File: src/rtl/pwm_action_pkg.sv
package pwm_action_pkg;
  localparam int FIELD_W = 2;
  localparam int NUM_EVT = 6;
  localparam int ACT_W   = FIELD_W * NUM_EVT;

  // field index inside the action table (bit position = 2*index)
  localparam int EV_ZERO  = 0;
  localparam int EV_LOAD  = 1;
  localparam int EV_A_UP  = 2;
  localparam int EV_A_DN  = 3;
  localparam int EV_B_UP  = 4;
  localparam int EV_B_DN  = 5;

  typedef enum logic [1:0] {
    ACT_HOLD = 2'd0,
    ACT_FLIP = 2'd1,
    ACT_LOW  = 2'd2,
    ACT_HIGH = 2'd3
  } act_e;

  typedef enum logic [1:0] {
    UPD_NOW    = 2'd0,
    UPD_LOCAL  = 2'd1,
    UPD_GLOBAL = 2'd2,
    UPD_ALT    = 2'd3
  } upd_e;

  typedef struct packed {
    logic zero;
    logic load;
    logic cmpAUp;
    logic cmpADn;
    logic cmpBUp;
    logic cmpBDn;
    logic commitOk;
  } evt_strb_t;
endpackage

File: src/rtl/pwm_evt_ctrl.sv
module pwm_evt_ctrl
  import pwm_action_pkg::*;
#(
  parameter int CNT_W = 16
) (
  input  logic             clk,
  input  logic             rst_n,
  input  logic             cntEnable,
  input  logic             upDownMode,
  input  logic [CNT_W-1:0] loadValue,
  input  logic [CNT_W-1:0] cmpAValue,
  input  logic [CNT_W-1:0] cmpBValue,
  input  logic [1:0]       updMode,
  input  logic             globalSync,
  input  logic             commitDone,
  output logic [CNT_W-1:0] cntValue,
  output logic             cntDown,
  output evt_strb_t        strb
);
  localparam logic [CNT_W-1:0] CNT_ZERO = '0;
  localparam logic [CNT_W-1:0] CNT_ONE  = CNT_W'(1);

  logic [CNT_W-1:0] cnt, cntNext;
  logic             dirUp, dirUpNext;
  logic             syncPend;
  logic             atZero, atLoad, goingDown;
  upd_e             mode;

  assign mode      = upd_e'(updMode);
  assign atZero    = (cnt == CNT_ZERO);
  assign atLoad    = (cnt == loadValue);
  assign goingDown = !upDownMode || !dirUp;

  // next count and direction
  always_comb begin
    cntNext   = cnt;
    dirUpNext = dirUp;
    if (!upDownMode) begin
      dirUpNext = 1'b0;
      cntNext   = atZero ? loadValue : cnt - CNT_ONE;
    end else if (dirUp) begin
      if (cnt >= loadValue) begin
        dirUpNext = 1'b0;
        cntNext   = atZero ? CNT_ZERO : cnt - CNT_ONE;
      end else begin
        cntNext = cnt + CNT_ONE;
      end
    end else begin
      if (atZero) begin
        dirUpNext = 1'b1;
        cntNext   = (loadValue == CNT_ZERO) ? CNT_ZERO : CNT_ONE;
      end else begin
        cntNext = cnt - CNT_ONE;
      end
    end
  end

  always_ff @(posedge clk or negedge rst_n) begin
    if (!rst_n) begin
      cnt   <= CNT_ZERO;
      dirUp <= 1'b1;
    end else if (cntEnable) begin
      cnt   <= cntNext;
      dirUp <= dirUpNext;
    end
  end

  // global sync request flag: cleared by an applied update, a new pulse wins
  always_ff @(posedge clk or negedge rst_n) begin
    if (!rst_n) begin
      syncPend <= 1'b0;
    end else begin
      if (commitDone) syncPend <= 1'b0;
      if (globalSync) syncPend <= 1'b1;
    end
  end

  // event strobes towards the datapath
  always_comb begin
    strb.zero   = cntEnable && atZero;
    strb.load   = cntEnable && atLoad;
    strb.cmpAUp = cntEnable && (cnt == cmpAValue) && !goingDown;
    strb.cmpADn = cntEnable && (cnt == cmpAValue) &&  goingDown;
    strb.cmpBUp = cntEnable && (cnt == cmpBValue) && !goingDown;
    strb.cmpBDn = cntEnable && (cnt == cmpBValue) &&  goingDown;
    unique case (mode)
      UPD_NOW:   strb.commitOk = 1'b0;
      UPD_LOCAL: strb.commitOk = strb.zero;
      default:   strb.commitOk = strb.zero && syncPend;
    endcase
  end

  assign cntValue = cnt;
  assign cntDown  = goingDown;
endmodule

File: src/rtl/pwm_act_dp.sv
module pwm_act_dp
  import pwm_action_pkg::*;
#(
  parameter int REG_W = 32
) (
  input  logic             clk,
  input  logic             rst_n,
  input  evt_strb_t        strb,
  input  logic             wrEn,
  input  logic [REG_W-1:0] wrData,
  input  logic [1:0]       updMode,
  output logic             pwmOut,
  output logic [ACT_W-1:0] activeTbl,
  output logic             commitDone
);
  logic [ACT_W-1:0] pendTbl;
  logic             pendValid;
  act_e             fld [NUM_EVT];
  act_e             chosen;
  logic             outNext;
  logic             unusedHiBits;

  assign unusedHiBits = ^wrData[REG_W-1:ACT_W];
  assign commitDone   = pendValid && strb.commitOk && !wrEn;

  // table buffering
  always_ff @(posedge clk or negedge rst_n) begin
    if (!rst_n) begin
      activeTbl <= '0;
      pendTbl   <= '0;
      pendValid <= 1'b0;
    end else if (wrEn) begin
      if (upd_e'(updMode) == UPD_NOW) begin
        activeTbl <= wrData[ACT_W-1:0];
        pendValid <= 1'b0;
      end else begin
        pendTbl   <= wrData[ACT_W-1:0];
        pendValid <= 1'b1;
      end
    end else if (commitDone) begin
      activeTbl <= pendTbl;
      pendValid <= 1'b0;
    end
  end

  // split the table into per-event fields
  for (genvar g = 0; g < NUM_EVT; g++) begin : g_fld
    assign fld[g] = act_e'(activeTbl[FIELD_W*g +: FIELD_W]);
  end

  // fixed priority: zero, load, compare B, compare A
  always_comb begin
    if (strb.zero)        chosen = fld[EV_ZERO];
    else if (strb.load)   chosen = fld[EV_LOAD];
    else if (strb.cmpBDn) chosen = fld[EV_B_DN];
    else if (strb.cmpBUp) chosen = fld[EV_B_UP];
    else if (strb.cmpADn) chosen = fld[EV_A_DN];
    else if (strb.cmpAUp) chosen = fld[EV_A_UP];
    else                  chosen = ACT_HOLD;
  end

  always_comb begin
    unique case (chosen)
      ACT_HOLD: outNext = pwmOut;
      ACT_FLIP: outNext = !pwmOut;
      ACT_LOW:  outNext = 1'b0;
      ACT_HIGH: outNext = 1'b1;
    endcase
  end

  always_ff @(posedge clk or negedge rst_n) begin
    if (!rst_n) pwmOut <= 1'b0;
    else        pwmOut <= outNext;
  end
endmodule

File: src/rtl/pwm_action_gen.sv
module pwm_action_gen
  import pwm_action_pkg::*;
#(
  parameter int CNT_W = 16,
  parameter int REG_W = 32
) (
  input  logic             clk,
  input  logic             rst_n,
  input  logic             cntEnable,
  input  logic             upDownMode,
  input  logic [CNT_W-1:0] loadValue,
  input  logic [CNT_W-1:0] cmpAValue,
  input  logic [CNT_W-1:0] cmpBValue,
  input  logic [1:0]       updMode,
  input  logic             globalSync,
  input  logic             wrEn,
  input  logic [REG_W-1:0] wrData,
  output logic [CNT_W-1:0] cntValue,
  output logic             cntDown,
  output logic             pwmOut
);
  evt_strb_t        evStrb;
  logic             commitDone;
  logic [ACT_W-1:0] activeTbl;

  pwm_evt_ctrl #(.CNT_W(CNT_W)) u_ctrl (
    .clk(clk), .rst_n(rst_n), .cntEnable(cntEnable), .upDownMode(upDownMode),
    .loadValue(loadValue), .cmpAValue(cmpAValue), .cmpBValue(cmpBValue),
    .updMode(updMode), .globalSync(globalSync), .commitDone(commitDone),
    .cntValue(cntValue), .cntDown(cntDown), .strb(evStrb)
  );

  pwm_act_dp #(.REG_W(REG_W)) u_dp (
    .clk(clk), .rst_n(rst_n), .strb(evStrb), .wrEn(wrEn), .wrData(wrData),
    .updMode(updMode), .pwmOut(pwmOut), .activeTbl(activeTbl),
    .commitDone(commitDone)
  );
endmodule

File: config.mk
export PLATFORM = sky130hd
export DESIGN_NAME = pwm_action_gen
export DESIGN_NICKNAME = d
export VERILOG_FILES = /design/src/rtl/pwm_action_pkg.sv /design/src/rtl/pwm_evt_ctrl.sv /design/src/rtl/pwm_act_dp.sv /design/src/rtl/pwm_action_gen.sv
export SDC_FILE = /design/constraint.sdc
export NUM_CORES = 1
export LEC_CHECK = 0
export BUFFER_PORTS_ARGS = -buffer_cell sky130_fd_sc_hd__buf_2
export CAP_MARGIN = 20
export CORE_MARGIN = 10
export CORE_UTILIZATION = 30
export DETAILED_ROUTE_END_ITERATION = 10
export SLEW_MARGIN = 20
export SYNTH_ARGS = -nofsm -noshare
export SYNTH_HDL_FRONTEND = slang
export SYNTH_SLANG_ARGS = --single-unit
export TNS_END_PERCENT = 20
File: constraint.sdc
create_clock -name clk -period 4.15 [get_ports clk]
set_clock_uncertainty 0.1 [all_clocks]
set_input_delay 0.83 -clock clk [delete_from_list [all_inputs] [get_ports clk]]
set_output_delay 0.83 -clock clk [all_outputs]
set_load 0.01 [all_outputs]
==> impl_metrics.prom, run 1 <==
# TYPE chip_impl_metric gauge
chip_impl_metric{name="initial_utilization",unit=""} 0.311
chip_impl_metric{name="post_route_cells_drive_above_1_share",unit=""} 0.263
chip_impl_metric{name="postCtsSetupBuffers",unit=""} 0
chip_impl_metric{name="ys_types",unit=""} 68
chip_impl_metric{name="leakagePower",unit="nW"} 2.06
chip_impl_metric{name="dr_total_vias",unit=""} 3991
chip_impl_info{name="worst_setup_path_end_kind",value="flop"} 1
chip_impl_info{name="cts_tree",value="built"} 1
chip_impl_metric{name="ys_warn_count",unit=""} 0
chip_impl_metric{name="drtAntennaViolNets",unit=""} 0
chip_impl_metric{name="final_cells",unit=""} 724
chip_impl_metric{name="rr_worst_depth",unit=""} 8
chip_impl_metric{name="place.port_buffers",unit=""} 85
chip_impl_info{name="worstSetupPathType",value="flop to flop"} 1
chip_impl_metric{name="hold_violations",unit=""} 0
chip_impl_info{name="synth_common_cells",value="sky130_fd_sc_hd__dfrtp_1 (43), sky130_fd_sc_hd__nor2_1 (39), sky130_fd_sc_hd__nand2_1 (35)"} 1
chip_impl_metric{name="holdPathStages",unit=""} 1
chip_impl_metric{name="post_synth_inst_count",unit=""} 475
chip_impl_metric{name="core_area",unit="sq um"} 12800
chip_impl_metric{name="edff_count_synth",unit=""} 0
chip_impl_metric{name="finalWeightedCongestion",unit=""} 0.931
chip_impl_metric{name="drc",unit=""} 0
chip_impl_metric{name="worst_setup_hold_path_clk_slew",unit="ns"} 0.07
chip_impl_info{name="cp_top_family",value="compound AO/OA/AOI/OAI gates"} 1
chip_impl_metric{name="max_cap_violations",unit=""} 0
chip_impl_metric{name="worst_ep_arrival_time",unit="ns"} 3.57
chip_impl_info{name="yosys_most_used_dff",value="sky130_fd_sc_hd__dfrtp_1"} 1
chip_impl_metric{name="grt_first_pass_wirelength",unit="mm"} 21.7
chip_impl_metric{name="grt_pass1_vias",unit=""} 4010
chip_impl_metric{name="finalCritPeriodShare",unit=""} 0.841
chip_impl_info{name="timing.hold.worst_endpoint",value="u_dp.pendTbl[9]"} 1
chip_impl_metric{name="regToRegSetupSlack",unit="ns"} 0.66
chip_impl_metric{name="drt_first_iter_violations",unit=""} 322
chip_impl_metric{name="synth_area",unit="sq um"} 3970
chip_impl_metric{name="cts_buffers",unit=""} 5
chip_impl_metric{name="die_w",unit="um"} 135
chip_impl_metric{name="nets",unit=""} 658
chip_impl_metric{name="place.detailed.hpwl",unit="mm"} 10.6
chip_impl_metric{name="timing_max_transition_violations_final",unit=""} 0
chip_impl_metric{name="antenna_cells_inserted",unit=""} 0
chip_impl_info{name="outcome",value="finished, final reports clean"} 1
chip_impl_info{name="synthMostInstantiatedCell",value="sky130_fd_sc_hd__dfrtp_1"} 1
chip_impl_metric{name="synth.yosys.seq_area_share",unit=""} 0.277
chip_impl_metric{name="postSynth.asyncResetShare",unit=""} 1.00
chip_impl_metric{name="power.density",unit="nW/um^2"} 431
chip_impl_metric{name="die_height",unit="um"} 135
chip_impl_metric{name="floorplan.die_area",unit="sq um"} 18200
chip_impl_metric{name="timing.critical_path.fanout_max",unit=""} 10
chip_impl_metric{name="path_buf_inv",unit=""} 1
chip_impl_metric{name="detail_route.wirelength",unit="mm"} 13.7
chip_impl_metric{name="post_drt_via_cell_ratio",unit=""} 5.51
chip_impl_metric{name="timing.setup.tns",unit="ns"} 0
chip_impl_metric{name="postSynthAreaPerCell",unit="sq um"} 8.36
chip_impl_metric{name="stage_delay_of_the_slowest_cell_on_the_critical_path",unit="ns"} 0.64
chip_impl_metric{name="top_level_ports",unit=""} 106
chip_impl_info{name="hp-class",value="flop to flop"} 1
chip_impl_info{name="r2r_start",value="u_ctrl.cntValue[0]"} 1
chip_impl_metric{name="vdd_ir_drop_max",unit="V"} 0.000238
chip_impl_metric{name="placement.setup.worst_slack",unit="ns"} 0.571
chip_impl_metric{name="syn-num-nets",unit=""} 582
chip_impl_info{name="synthDominantAreaCellType",value="sky130_fd_sc_hd__dfrtp_1"} 1
chip_impl_metric{name="grt.total_usage",unit=""} 0.148
chip_impl_metric{name="postCtsHoldBufs",unit=""} 0
chip_impl_info{name="rsz0062_at_grt",value="no"} 1
chip_impl_metric{name="critical_path_required",unit="ns"} 4.23
chip_impl_info{name="synth.top_cells.by_area",value="sky130_fd_sc_hd__dfrtp_1 (27%), sky130_fd_sc_hd__xnor2_1 (6.4%), sky130_fd_sc_hd__ha_1 (6.0%)"} 1
chip_impl_metric{name="final-setup-viol-count",unit=""} 0
chip_impl_metric{name="cts_buffer_depth",unit=""} 2
chip_impl_metric{name="timing.fmax",unit="MHz"} 287
chip_impl_info{name="worstSetupStartpointType",value="flop"} 1
chip_impl_info{name="cp_slowest_cell",value="sky130_fd_sc_hd__dfrtp_1"} 1
chip_impl_metric{name="area.growth.synth_to_final",unit="%"} 19.7
chip_impl_metric{name="gr-total-overflow",unit=""} 0
chip_impl_metric{name="slew_at_the_pin_closest_to_its_max_slew_limit",unit="ns"} 0.686
chip_impl_metric{name="firstDrtPassIters",unit=""} 5
chip_impl_metric{name="grt_max_degree",unit=""} 45
chip_impl_info{name="hp-start",value="u_dp.pendTbl[9]"} 1
chip_impl_metric{name="timing.critical_path.depth",unit=""} 8
chip_impl_metric{name="timing.final.ws_setup",unit="ns"} 0.661
chip_impl_info{name="crit_path_cell_trace",value="inv_1 > ha_1 > nand2b_1 > a21o_1 > a211o_1 > a211oi_2 > nor2_1 > a221o_1"} 1
chip_impl_metric{name="tightest_slew_margin_relative_to_the_limit",unit=""} 0.542
chip_impl_metric{name="routed_wire_length_per_instance",unit="um"} 18.9
chip_impl_metric{name="cts_num_sinks",unit=""} 44
chip_impl_metric{name="synth_largest_type_area_fraction",unit=""} 0.271
chip_impl_metric{name="clock_latency",unit="ns"} 0.30
chip_impl_info{name="worstReg2RegEnd",value="u_ctrl.cntValue[7]"} 1
chip_impl_metric{name="dp.cells",unit=""} 716
chip_impl_metric{name="h-tree-depth",unit=""} 2
chip_impl_metric{name="row_count",unit=""} 41
chip_impl_metric{name="ctsResizeCount",unit=""} 0
chip_impl_metric{name="antenna_violations_before_repair",unit=""} 0
chip_impl_metric{name="synth_seq_cells",unit=""} 44
chip_impl_info{name="root_buffer",value="sky130_fd_sc_hd__clkbuf_16"} 1
chip_impl_metric{name="fin_crit",unit="ns"} 3.49
[layout make-up]
class | instances | area [sq um]
Fill cell | 1323 | 8020
Multi-Input combinational cell | 373 | 2610
Sequential cell | 44 | 1100
Timing Repair Buffer | 103 | 563
Tap cell | 172 | 215
Clock buffer | 5 | 125
Inverter | 24 | 90.1
Clock inverter | 3 | 46.3
[stage by stage]
step	utilization	hold slack, ns	area, sq um	power, mW
finish	0.372	0.404	4750	2.05
global route	0.372	0.430	4750	2.19
CTS	0.372	0.409	4750	2.05
detailed placement	0.359	0.393	4580	1.56
global placement	0.359	0.385	4580	1.53
floorplan	-	0.367	3970	1.27
[sequential cells by signal, indices dropped and copies added (netlist names)]
signal           flops
u_ctrl.cntValue     16
u_dp.activeTbl      12
u_dp.pendTbl        12
u_ctrl.dirUp         1
u_ctrl.syncPend      1
u_dp.pendValid       1
u_dp.pwmOut          1
[cells by family after synthesis]
kind of cell / share of synthesized area
AND/OR/NAND/NOR: 0.220
XOR/XNOR: 0.0948
flip-flops: 0.277
AO/OA/AOI/OAI: 0.203
buffers and inverters: 0.0649
multiplexers: 0.0794
adder cells (fa/ha/maj): 0.0598
[placed cells by master (no fill, tap or decap), drive strengths merged, types with 16 or more instances in the layout]
cell type / instances
nor3: 16
ha: 19
dfrtp: 43
o21ai: 20
buf: 103
mux2i: 18
nand2: 35
a21oi: 33
nor4: 17
xnor2: 29
inv: 24
nor2: 41
[routing by layer]
layer  track usage  part of all wire
met5             0                 0
met1         0.203              0.44
met4        0.0419             0.020
met3        0.0352             0.090
met2         0.225              0.45
[how the worst max path moves through the flow]
stage / start / end
after CTS: u_ctrl.cntValue[0] / u_ctrl.cntValue[7]
after floorplan: loadValue[15] / u_ctrl.cntValue[15]
final: u_ctrl.cntValue[0] / u_ctrl.cntValue[7]
after detailed placement: loadValue[11] / u_ctrl.cntValue[7]
after global placement: loadValue[11] / u_ctrl.cntValue[13]
after global routing: u_ctrl.cntValue[0] / u_ctrl.cntValue[13]
[worst reg2reg max path, stage by stage, from the launching register on]
cell and delay, ns:
sky130_fd_sc_hd__dfrtp_1 0.64, sky130_fd_sc_hd__inv_1 0.22, sky130_fd_sc_hd__ha_1 0.35, sky130_fd_sc_hd__nand2b_1 0.16
sky130_fd_sc_hd__a21o_1 0.18, sky130_fd_sc_hd__a211o_1 0.35, sky130_fd_sc_hd__a211oi_2 0.64, sky130_fd_sc_hd__nor2_1 0.34
sky130_fd_sc_hd__a221o_1 0.41
[power by group]
| group | switching [mW] | internal, mW |
|---|---|---|
| Sequential | 0.120 | 0.513 |
| Combinational | 0.526 | 0.405 |
| Clock | 0.200 | 0.287 |
| Total | 0.846 | 1.21 |
No activity file was read; power rests on OpenSTA's default activity.
==> run 2: changes to the inputs <==
Settings changed: ABC_AREA from default to 1.
Clock period 4.15 ns to 3.1 ns, I/O delays scaled along.
==> run 2 against run 1 <==
Effect of this change: routed wire length increased by 7.3%; first-iteration DRC count increased by 6.8%; via count increased by 14%; combinational power increased by 37%; total power increased by 33%; critical path type unchanged; critical endpoint is now u_ctrl.cntValue[12]; largest power group unchanged.
==> impl_metrics.prom, run 2 <==
# TYPE chip_impl_metric gauge
chip_impl_info{name="outcome",value="finished, final reports clean"} 1
chip_impl_metric{name="place.port_buffers",unit=""} 85
chip_impl_metric{name="cts_num_sinks",unit=""} 44
chip_impl_info{name="hp-class",value="input port to asynchronous set/reset pin"} 1
chip_impl_info{name="root_buffer",value="sky130_fd_sc_hd__clkbuf_16"} 1
chip_impl_metric{name="initial_utilization",unit=""} 0.309
chip_impl_metric{name="die_w",unit="um"} 140
chip_impl_metric{name="drt_first_iter_violations",unit=""} 344
chip_impl_metric{name="hold_violations",unit=""} 0
chip_impl_metric{name="drc",unit=""} 0
chip_impl_info{name="worstReg2RegEnd",value="u_ctrl.cntValue[12]"} 1
chip_impl_metric{name="cts_buffers",unit=""} 5
chip_impl_info{name="synthDominantAreaCellType",value="sky130_fd_sc_hd__dfrtp_1"} 1
chip_impl_metric{name="post_synth_inst_count",unit=""} 657
chip_impl_metric{name="largest_register_ff_count",unit=""} 16
chip_impl_info{name="worst_setup_path_end_kind",value="flop"} 1
chip_impl_metric{name="syn-num-nets",unit=""} 764
chip_impl_metric{name="postCtsHoldBufs",unit=""} 0
chip_impl_metric{name="regToRegSetupSlack",unit="ns"} 0.38
chip_impl_metric{name="power.density",unit="nW/um^2"} 529
chip_impl_info{name="cts_tree",value="built"} 1
chip_impl_metric{name="synth_largest_type_area_fraction",unit=""} 0.248
chip_impl_metric{name="ys_warn_count",unit=""} 0
chip_impl_metric{name="timing_max_transition_violations_final",unit=""} 0
chip_impl_info{name="synth_common_cells",value="sky130_fd_sc_hd__nand2_1 (178), sky130_fd_sc_hd__inv_1 (85), sky130_fd_sc_hd__nor2_1 (66)"} 1
chip_impl_metric{name="slew_at_the_pin_closest_to_its_max_slew_limit",unit="ns"} 0.819
chip_impl_metric{name="cts_buffer_depth",unit=""} 2
chip_impl_metric{name="place.detailed.hpwl",unit="mm"} 12.1
chip_impl_metric{name="firstDrtPassIters",unit=""} 5
chip_impl_metric{name="ctsResizeCount",unit=""} 0
chip_impl_metric{name="gr-total-overflow",unit=""} 0
chip_impl_metric{name="grt_max_degree",unit=""} 35
chip_impl_metric{name="leakagePower",unit="nW"} 2.69
chip_impl_info{name="mostFrequentLayoutCells",value="sky130_fd_sc_hd__nand2_1 (178), sky130_fd_sc_hd__inv_1 (85), sky130_fd_sc_hd__buf_2 (85), sky130_fd_sc_hd__nor2_1 (66), sky130_fd_sc_hd__dfrtp_1 (43)"} 1
chip_impl_info{name="r2r_start",value="u_ctrl.cntValue[0]"} 1
chip_impl_metric{name="h-tree-depth",unit=""} 2
chip_impl_metric{name="fin_crit",unit="ns"} 2.72
chip_impl_metric{name="critical_path_required",unit="ns"} 3.16
chip_impl_metric{name="grt_pass1_vias",unit=""} 4477
chip_impl_info{name="yosys_most_used_dff",value="sky130_fd_sc_hd__dfrtp_1"} 1
chip_impl_metric{name="worst_setup_hold_path_clk_slew",unit="ns"} 0.08
chip_impl_metric{name="post_drt_via_cell_ratio",unit=""} 4.89
chip_impl_metric{name="postSynth.asyncResetShare",unit=""} 1.00
chip_impl_metric{name="dr_total_vias",unit=""} 4536
chip_impl_metric{name="utilization",unit=""} 0.368
chip_impl_info{name="worst_setup_path_startpoint",value="u_ctrl.cntValue[0]"} 1
chip_impl_metric{name="final-setup-viol-count",unit=""} 0
chip_impl_info{name="worstSetupPathType",value="flop to flop"} 1
chip_impl_info{name="rsz0062_at_grt",value="no"} 1
chip_impl_metric{name="postCtsSetupBuffers",unit=""} 0
chip_impl_metric{name="synth_area",unit="sq um"} 4340
chip_impl_metric{name="antenna_violations_before_repair",unit=""} 2
chip_impl_metric{name="vdd_ir_drop_max",unit="V"} 0.000232
chip_impl_metric{name="rr_worst_depth",unit=""} 12
chip_impl_metric{name="grt.total_usage",unit=""} 0.147
chip_impl_metric{name="timing.fmax",unit="MHz"} 367
chip_impl_metric{name="timing.critical_path.fanout_max",unit=""} 12
chip_impl_metric{name="core_area",unit="sq um"} 14000
chip_impl_metric{name="routed_wire_length_per_instance",unit="um"} 15.8
chip_impl_metric{name="edff_count_synth",unit=""} 0
chip_impl_info{name="synthMostInstantiatedCell",value="sky130_fd_sc_hd__nand2_1"} 1
chip_impl_metric{name="post_route_cells_drive_above_1_share",unit=""} 0.214
chip_impl_info{name="worst_setup_path_endpoint",value="u_ctrl.cntValue[12]"} 1
chip_impl_metric{name="synth_seq_cells",unit=""} 44
chip_impl_metric{name="finalCritPeriodShare",unit=""} 0.878
chip_impl_metric{name="max_cap_violations",unit=""} 0
chip_impl_metric{name="drtAntennaViolNets",unit=""} 0
chip_impl_metric{name="clock_latency",unit="ns"} 0.30
chip_impl_metric{name="row_count",unit=""} 43
chip_impl_info{name="layout_commonest_cell",value="sky130_fd_sc_hd__nand2_1"} 1
chip_impl_metric{name="detail_route.wirelength",unit="mm"} 14.7
chip_impl_metric{name="tightest_slew_margin_relative_to_the_limit",unit=""} 0.454
chip_impl_metric{name="floorplan.die_area",unit="sq um"} 19700
chip_impl_metric{name="top_level_ports",unit=""} 106
chip_impl_metric{name="area.growth.synth_to_final",unit="%"} 19.1
chip_impl_info{name="synth.top_cells.by_area",value="sky130_fd_sc_hd__dfrtp_1 (25%), sky130_fd_sc_hd__nand2_1 (15%), sky130_fd_sc_hd__inv_1 (7.3%)"} 1
chip_impl_metric{name="postSynthAreaPerCell",unit="sq um"} 6.61
chip_impl_info{name="worstSetupStartpointType",value="flop"} 1
chip_impl_metric{name="finalWeightedCongestion",unit=""} 0.899
chip_impl_metric{name="timing.setup.tns",unit="ns"} 0
chip_impl_metric{name="ys_types",unit=""} 44
chip_impl_metric{name="die_height",unit="um"} 140
chip_impl_metric{name="synth.yosys.seq_area_share",unit=""} 0.254
chip_impl_metric{name="nets",unit=""} 852
chip_impl_metric{name="worst_ep_arrival_time",unit="ns"} 2.78
chip_impl_metric{name="grt_first_pass_wirelength",unit="mm"} 23.8
==> run 2: cell count changes after synthesis, moves of 10 or more <==
cell / before / now
sky130_fd_sc_hd__nand2_1: 35 / 178
sky130_fd_sc_hd__inv_1: 23 / 85
sky130_fd_sc_hd__nor2_1: 39 / 66
sky130_fd_sc_hd__xnor2_1: 29 / 3
sky130_fd_sc_hd__o21ai_0: 19 / 42
sky130_fd_sc_hd__nand3_1: 13 / 30
sky130_fd_sc_hd__clkbuf_1: 22 / 8
sky130_fd_sc_hd__nor4_1: 16 / 4
sky130_fd_sc_hd__nand4_1: 14 / 24
==> run 2: per-layer routing <==
layer	vias to the layer above	routed length, um	GRT usage
met4	0	122	0.0234
met1	2046	6720	0.192
met2	142	6800	0.240
li1	2335	-	-
met5	-	0	0
met3	13	1030	0.0399
==> run 2: worst max-delay path: stages, from the launching register on <==
cell	delay, ns
sky130_fd_sc_hd__dfrtp_1	0.46
sky130_fd_sc_hd__inv_2	0.21
sky130_fd_sc_hd__ha_1	0.27
sky130_fd_sc_hd__nand4_1	0.14
sky130_fd_sc_hd__inv_1	0.07
sky130_fd_sc_hd__a31oi_1	0.16
sky130_fd_sc_hd__nand3_1	0.10
sky130_fd_sc_hd__nor2_1	0.27
sky130_fd_sc_hd__nand2_1	0.25
sky130_fd_sc_hd__nand2_1	0.18
sky130_fd_sc_hd__nand2_1	0.18
sky130_fd_sc_hd__nand2_1	0.12
sky130_fd_sc_hd__a22oi_1	0.07
==> run 2: logic make-up (layout without fill, tap and decap cells) <==
family / Yosys count / in the layout / share of synthesized area
AOI/OAI and AO/OA: 101 / 101 / 0.137
xor gates and xnor gates: 20 / 20 / 0.0403
adders and majority gates: 19 / 19 / 0.0547
buffers and inverters: 116 / 205 / 0.111
DFF: 44 / 44 / 0.254
muxes: 24 / 24 / 0.0588
other: 0 / 2 / 0
and+or+nand+nor: 333 / 333 / 0.344
==> run 2: layout make-up <==
class | instances | area, sq um
fillers | 1563 | 8870
multi-input cells | 497 | 2760
flip-flops and latches | 44 | 1100
repair buffers | 102 | 553
inverters | 95 | 357
well taps | 180 | 225
clock buffers | 5 | 125
clock inverters | 3 | 47.5
diodes | 2 | 5.00
==> run 2: power breakdown <==
group / total (mW) / switching (mW) / internal (mW)
clock network: 0.639 / 0.255 / 0.384
logic: 1.28 / 0.807 / 0.477
registers: 0.814 / 0.134 / 0.680
total: 2.74 / 1.20 / 1.54
==> run 2: through the flow <==
stage	setup WS, ns	total power, mW	cells	hold slack, ns	cell area [sq um]
final	0.378	2.74	928	0.312	5170
after floorplan	0.846	1.68	657	0.224	4340
after global routing	0.120	2.96	927	0.387	5170
after global placement	0.293	2.09	918	0.384	4990
after detailed placement	0.249	2.11	918	0.391	4990
after CTS	0.413	2.76	926	0.354	5170
==> run 2: how the worst min path moves through the flow <==
stage                         start                   to
global placement    u_ctrl.syncPend      u_ctrl.syncPend
CTS                           rst_n  u_ctrl.cntValue[13]
global route                  rst_n  u_ctrl.cntValue[13]
floorplan                     rst_n   u_ctrl.cntValue[0]
detailed placement  u_dp.pendTbl[4]      u_dp.pendTbl[4]
finish                        rst_n  u_ctrl.cntValue[13]
==> run 3: changes to the inputs <==
Settings changed: ABC_AREA 1 to default, HOLD_SLACK_MARGIN from default to 0.1.
==> run 3 against run 2 <==
Effect of this change: count of clock-buffer cells in the layout unchanged; total power increased by 2.6%; via count decreased by 9.8%; sequential share of layout area increased by 0.93 points; first-iteration DRC count increased by 2.6%; clock power increased by 1%; critical endpoint is now u_ctrl.cntValue[5]; fmax decreased by 4.3%; design area decreased by 4.2%; non-clock buffer count increased by 26.
==> impl_metrics.prom, run 3 (synthesized netlist as in run 1, its figures left out) <==
# TYPE chip_impl_metric gauge
chip_impl_metric{name="antenna_cells_inserted",unit=""} 0
chip_impl_info{name="worstSetupPathType",value="input port to flop"} 1
chip_impl_metric{name="placement.setup.worst_slack",unit="ns"} -0.0896
chip_impl_info{name="worstSetupStartpointType",value="input port"} 1
chip_impl_metric{name="fin_crit",unit="ns"} 2.84
chip_impl_info{name="layout_commonest_cell",value="sky130_fd_sc_hd__buf_2"} 1
chip_impl_metric{name="die_w",unit="um"} 135
chip_impl_metric{name="row_count",unit=""} 41
chip_impl_metric{name="worst_ep_arrival_time",unit="ns"} 2.98
chip_impl_metric{name="vdd_ir_drop_max",unit="V"} 0.000304
chip_impl_metric{name="hold_violations",unit=""} 0
chip_impl_metric{name="worst_setup_hold_path_clk_slew",unit="ns"} 0.08
chip_impl_metric{name="finalWeightedCongestion",unit=""} 0.902
chip_impl_metric{name="finalCritPeriodShare",unit=""} 0.917
chip_impl_info{name="worst_setup_path_end_kind",value="flop"} 1
chip_impl_metric{name="post_drt_via_cell_ratio",unit=""} 5.46
chip_impl_metric{name="dr_total_vias",unit=""} 4092
chip_impl_metric{name="cts_buffer_depth",unit=""} 2
chip_impl_metric{name="clock_latency",unit="ns"} 0.30
chip_impl_metric{name="max_cap_violations",unit=""} 0
chip_impl_info{name="cts_tree",value="built"} 1
chip_impl_metric{name="place.port_buffers",unit=""} 85
chip_impl_metric{name="grt.total_usage",unit=""} 0.153
chip_impl_metric{name="dp.cells",unit=""} 741
chip_impl_metric{name="top_level_ports",unit=""} 106
chip_impl_metric{name="timing.critical_path.fanout_max",unit=""} 11
chip_impl_metric{name="final_cells",unit=""} 749
chip_impl_metric{name="antenna_violations_before_repair",unit=""} 0
chip_impl_metric{name="area.growth.synth_to_final",unit="%"} 24.8
chip_impl_metric{name="drt_first_iter_violations",unit=""} 353
chip_impl_metric{name="place.detailed.hpwl",unit="mm"} 11.1
chip_impl_metric{name="critical_path_required",unit="ns"} 3.24
chip_impl_metric{name="gr-total-overflow",unit=""} 0
chip_impl_metric{name="timing_max_transition_violations_final",unit=""} 0
chip_impl_metric{name="postCtsSetupBuffers",unit=""} 0
chip_impl_info{name="mostFrequentLayoutCells",value="sky130_fd_sc_hd__buf_2 (84), sky130_fd_sc_hd__buf_4 (43), sky130_fd_sc_hd__dfrtp_1 (43), sky130_fd_sc_hd__nor2_1 (38), sky130_fd_sc_hd__nand2_1 (35)"} 1
chip_impl_metric{name="initial_utilization",unit=""} 0.311
chip_impl_metric{name="h-tree-depth",unit=""} 2
chip_impl_metric{name="detail_route.wirelength",unit="mm"} 14.0
chip_impl_metric{name="floorplan.die_area",unit="sq um"} 18200
chip_impl_metric{name="timing.setup.tns",unit="ns"} 0
chip_impl_metric{name="final-setup-viol-count",unit=""} 0
chip_impl_metric{name="cts_num_sinks",unit=""} 44
chip_impl_metric{name="timing.fmax",unit="MHz"} 352
chip_impl_metric{name="leakagePower",unit="nW"} 2.19
chip_impl_metric{name="firstDrtPassIters",unit=""} 5
chip_impl_metric{name="tightest_slew_margin_relative_to_the_limit",unit=""} 0.598
chip_impl_info{name="hp-class",value="input port to asynchronous set/reset pin"} 1
chip_impl_metric{name="power_total",unit="mW"} 2.81
chip_impl_metric{name="die_height",unit="um"} 135
chip_impl_metric{name="core_area",unit="sq um"} 12800
chip_impl_metric{name="regToRegSetupSlack",unit="ns"} 0.26
chip_impl_metric{name="cts_buffers",unit=""} 5
chip_impl_metric{name="grt_first_pass_wirelength",unit="mm"} 22.6
chip_impl_info{name="root_buffer",value="sky130_fd_sc_hd__clkbuf_16"} 1
chip_impl_metric{name="drtAntennaViolNets",unit=""} 0
chip_impl_metric{name="post_route_cells_drive_above_1_share",unit=""} 0.296
chip_impl_metric{name="timing.final.ws_setup",unit="ns"} 0.256
chip_impl_metric{name="routed_wire_length_per_instance",unit="um"} 18.6
chip_impl_metric{name="grt_pass1_vias",unit=""} 4268
chip_impl_metric{name="final.fill_count",unit=""} 1323
chip_impl_metric{name="utilization",unit=""} 0.388
chip_impl_info{name="rsz0062_at_grt",value="no"} 1
chip_impl_metric{name="drc",unit=""} 0
chip_impl_metric{name="nets",unit=""} 683
chip_impl_info{name="outcome",value="finished, final reports clean"} 1
chip_impl_metric{name="power.density",unit="nW/um^2"} 566
chip_impl_metric{name="slew_at_the_pin_closest_to_its_max_slew_limit",unit="ns"} 0.602
chip_impl_metric{name="largest_register_ff_count",unit=""} 16
chip_impl_metric{name="grt_max_degree",unit=""} 45
[run 3: area by class of cell]
| type | instances | area [sq um] | area share |
|---|---|---|---|
| tap | 172 | 215 | 0.0434 |
| timing repair buffer | 128 | 763 | 0.154 |
| clock inverter | 3 | 46.3 | 0.00934 |
| inverter | 24 | 90.1 | 0.0182 |
| multi-input combinational | 373 | 2620 | 0.528 |
| sequential | 44 | 1100 | 0.222 |
| clock buffer | 5 | 125 | 0.0252 |
[run 3: what timing repair did]
item	in CTS	in global routing
hold buffers	0	0
gates resized for setup	0	1
setup endpoints to repair	0	1
[run 3: final timing paths]
path | cells after the start | startpoint | to
max | 11 | loadValue[11] | u_ctrl.cntValue[5]
min | 1 | rst_n | u_ctrl.cntValue[5]
max reg2reg | 10 | u_ctrl.cntValue[0] | u_ctrl.cntValue[5]
min reg2reg | 1 | u_dp.pendTbl[3] | u_dp.pendTbl[3]
max in group asynchronous | 1 | rst_n | u_dp.activeTbl[7]
min in group clk | 1 | u_dp.pendTbl[3] | u_dp.pendTbl[3]
[run 3: critical path, cell delays in order]
cell and delay, ns:
sky130_fd_sc_hd__buf_2 0.09, sky130_fd_sc_hd__inv_1 0.04, sky130_fd_sc_hd__ha_1 0.32, sky130_fd_sc_hd__a21oi_1 0.15, sky130_fd_sc_hd__o21ai_0 0.18, sky130_fd_sc_hd__a211o_1 0.39
sky130_fd_sc_hd__a2111o_1 0.43, sky130_fd_sc_hd__buf_4 0.19, sky130_fd_sc_hd__nor4_1 0.30, sky130_fd_sc_hd__a221o_1 0.17, sky130_fd_sc_hd__a22o_1 0.11
[run 3: power breakdown]
group | leakage [nW] | internal [mW] | switching (mW)
sequential | 0.500 | 0.689 | 0.0726
clock | 0.0804 | 0.384 | 0.263
combinational | 1.60 | 0.585 | 0.814
[run 3: metal layers]
| metal | track usage | part of all wire |
|---|---|---|
| met3 | 0.0467 | 0.088 |
| met5 | 0 | 0 |
| met2 | 0.251 | 0.47 |
| met4 | 0.0239 | 0.0095 |
| met1 | 0.197 | 0.44 |
[run 3: metrics by stage]
stage / hold slack [ns] / cell area [sq um]
after CTS: 0.408 / 4950
after global routing: 0.273 / 4960
after detailed placement: 0.393 / 4780
after global placement: 0.386 / 4780
final: 0.225 / 4960
after floorplan: 0.224 / 3970
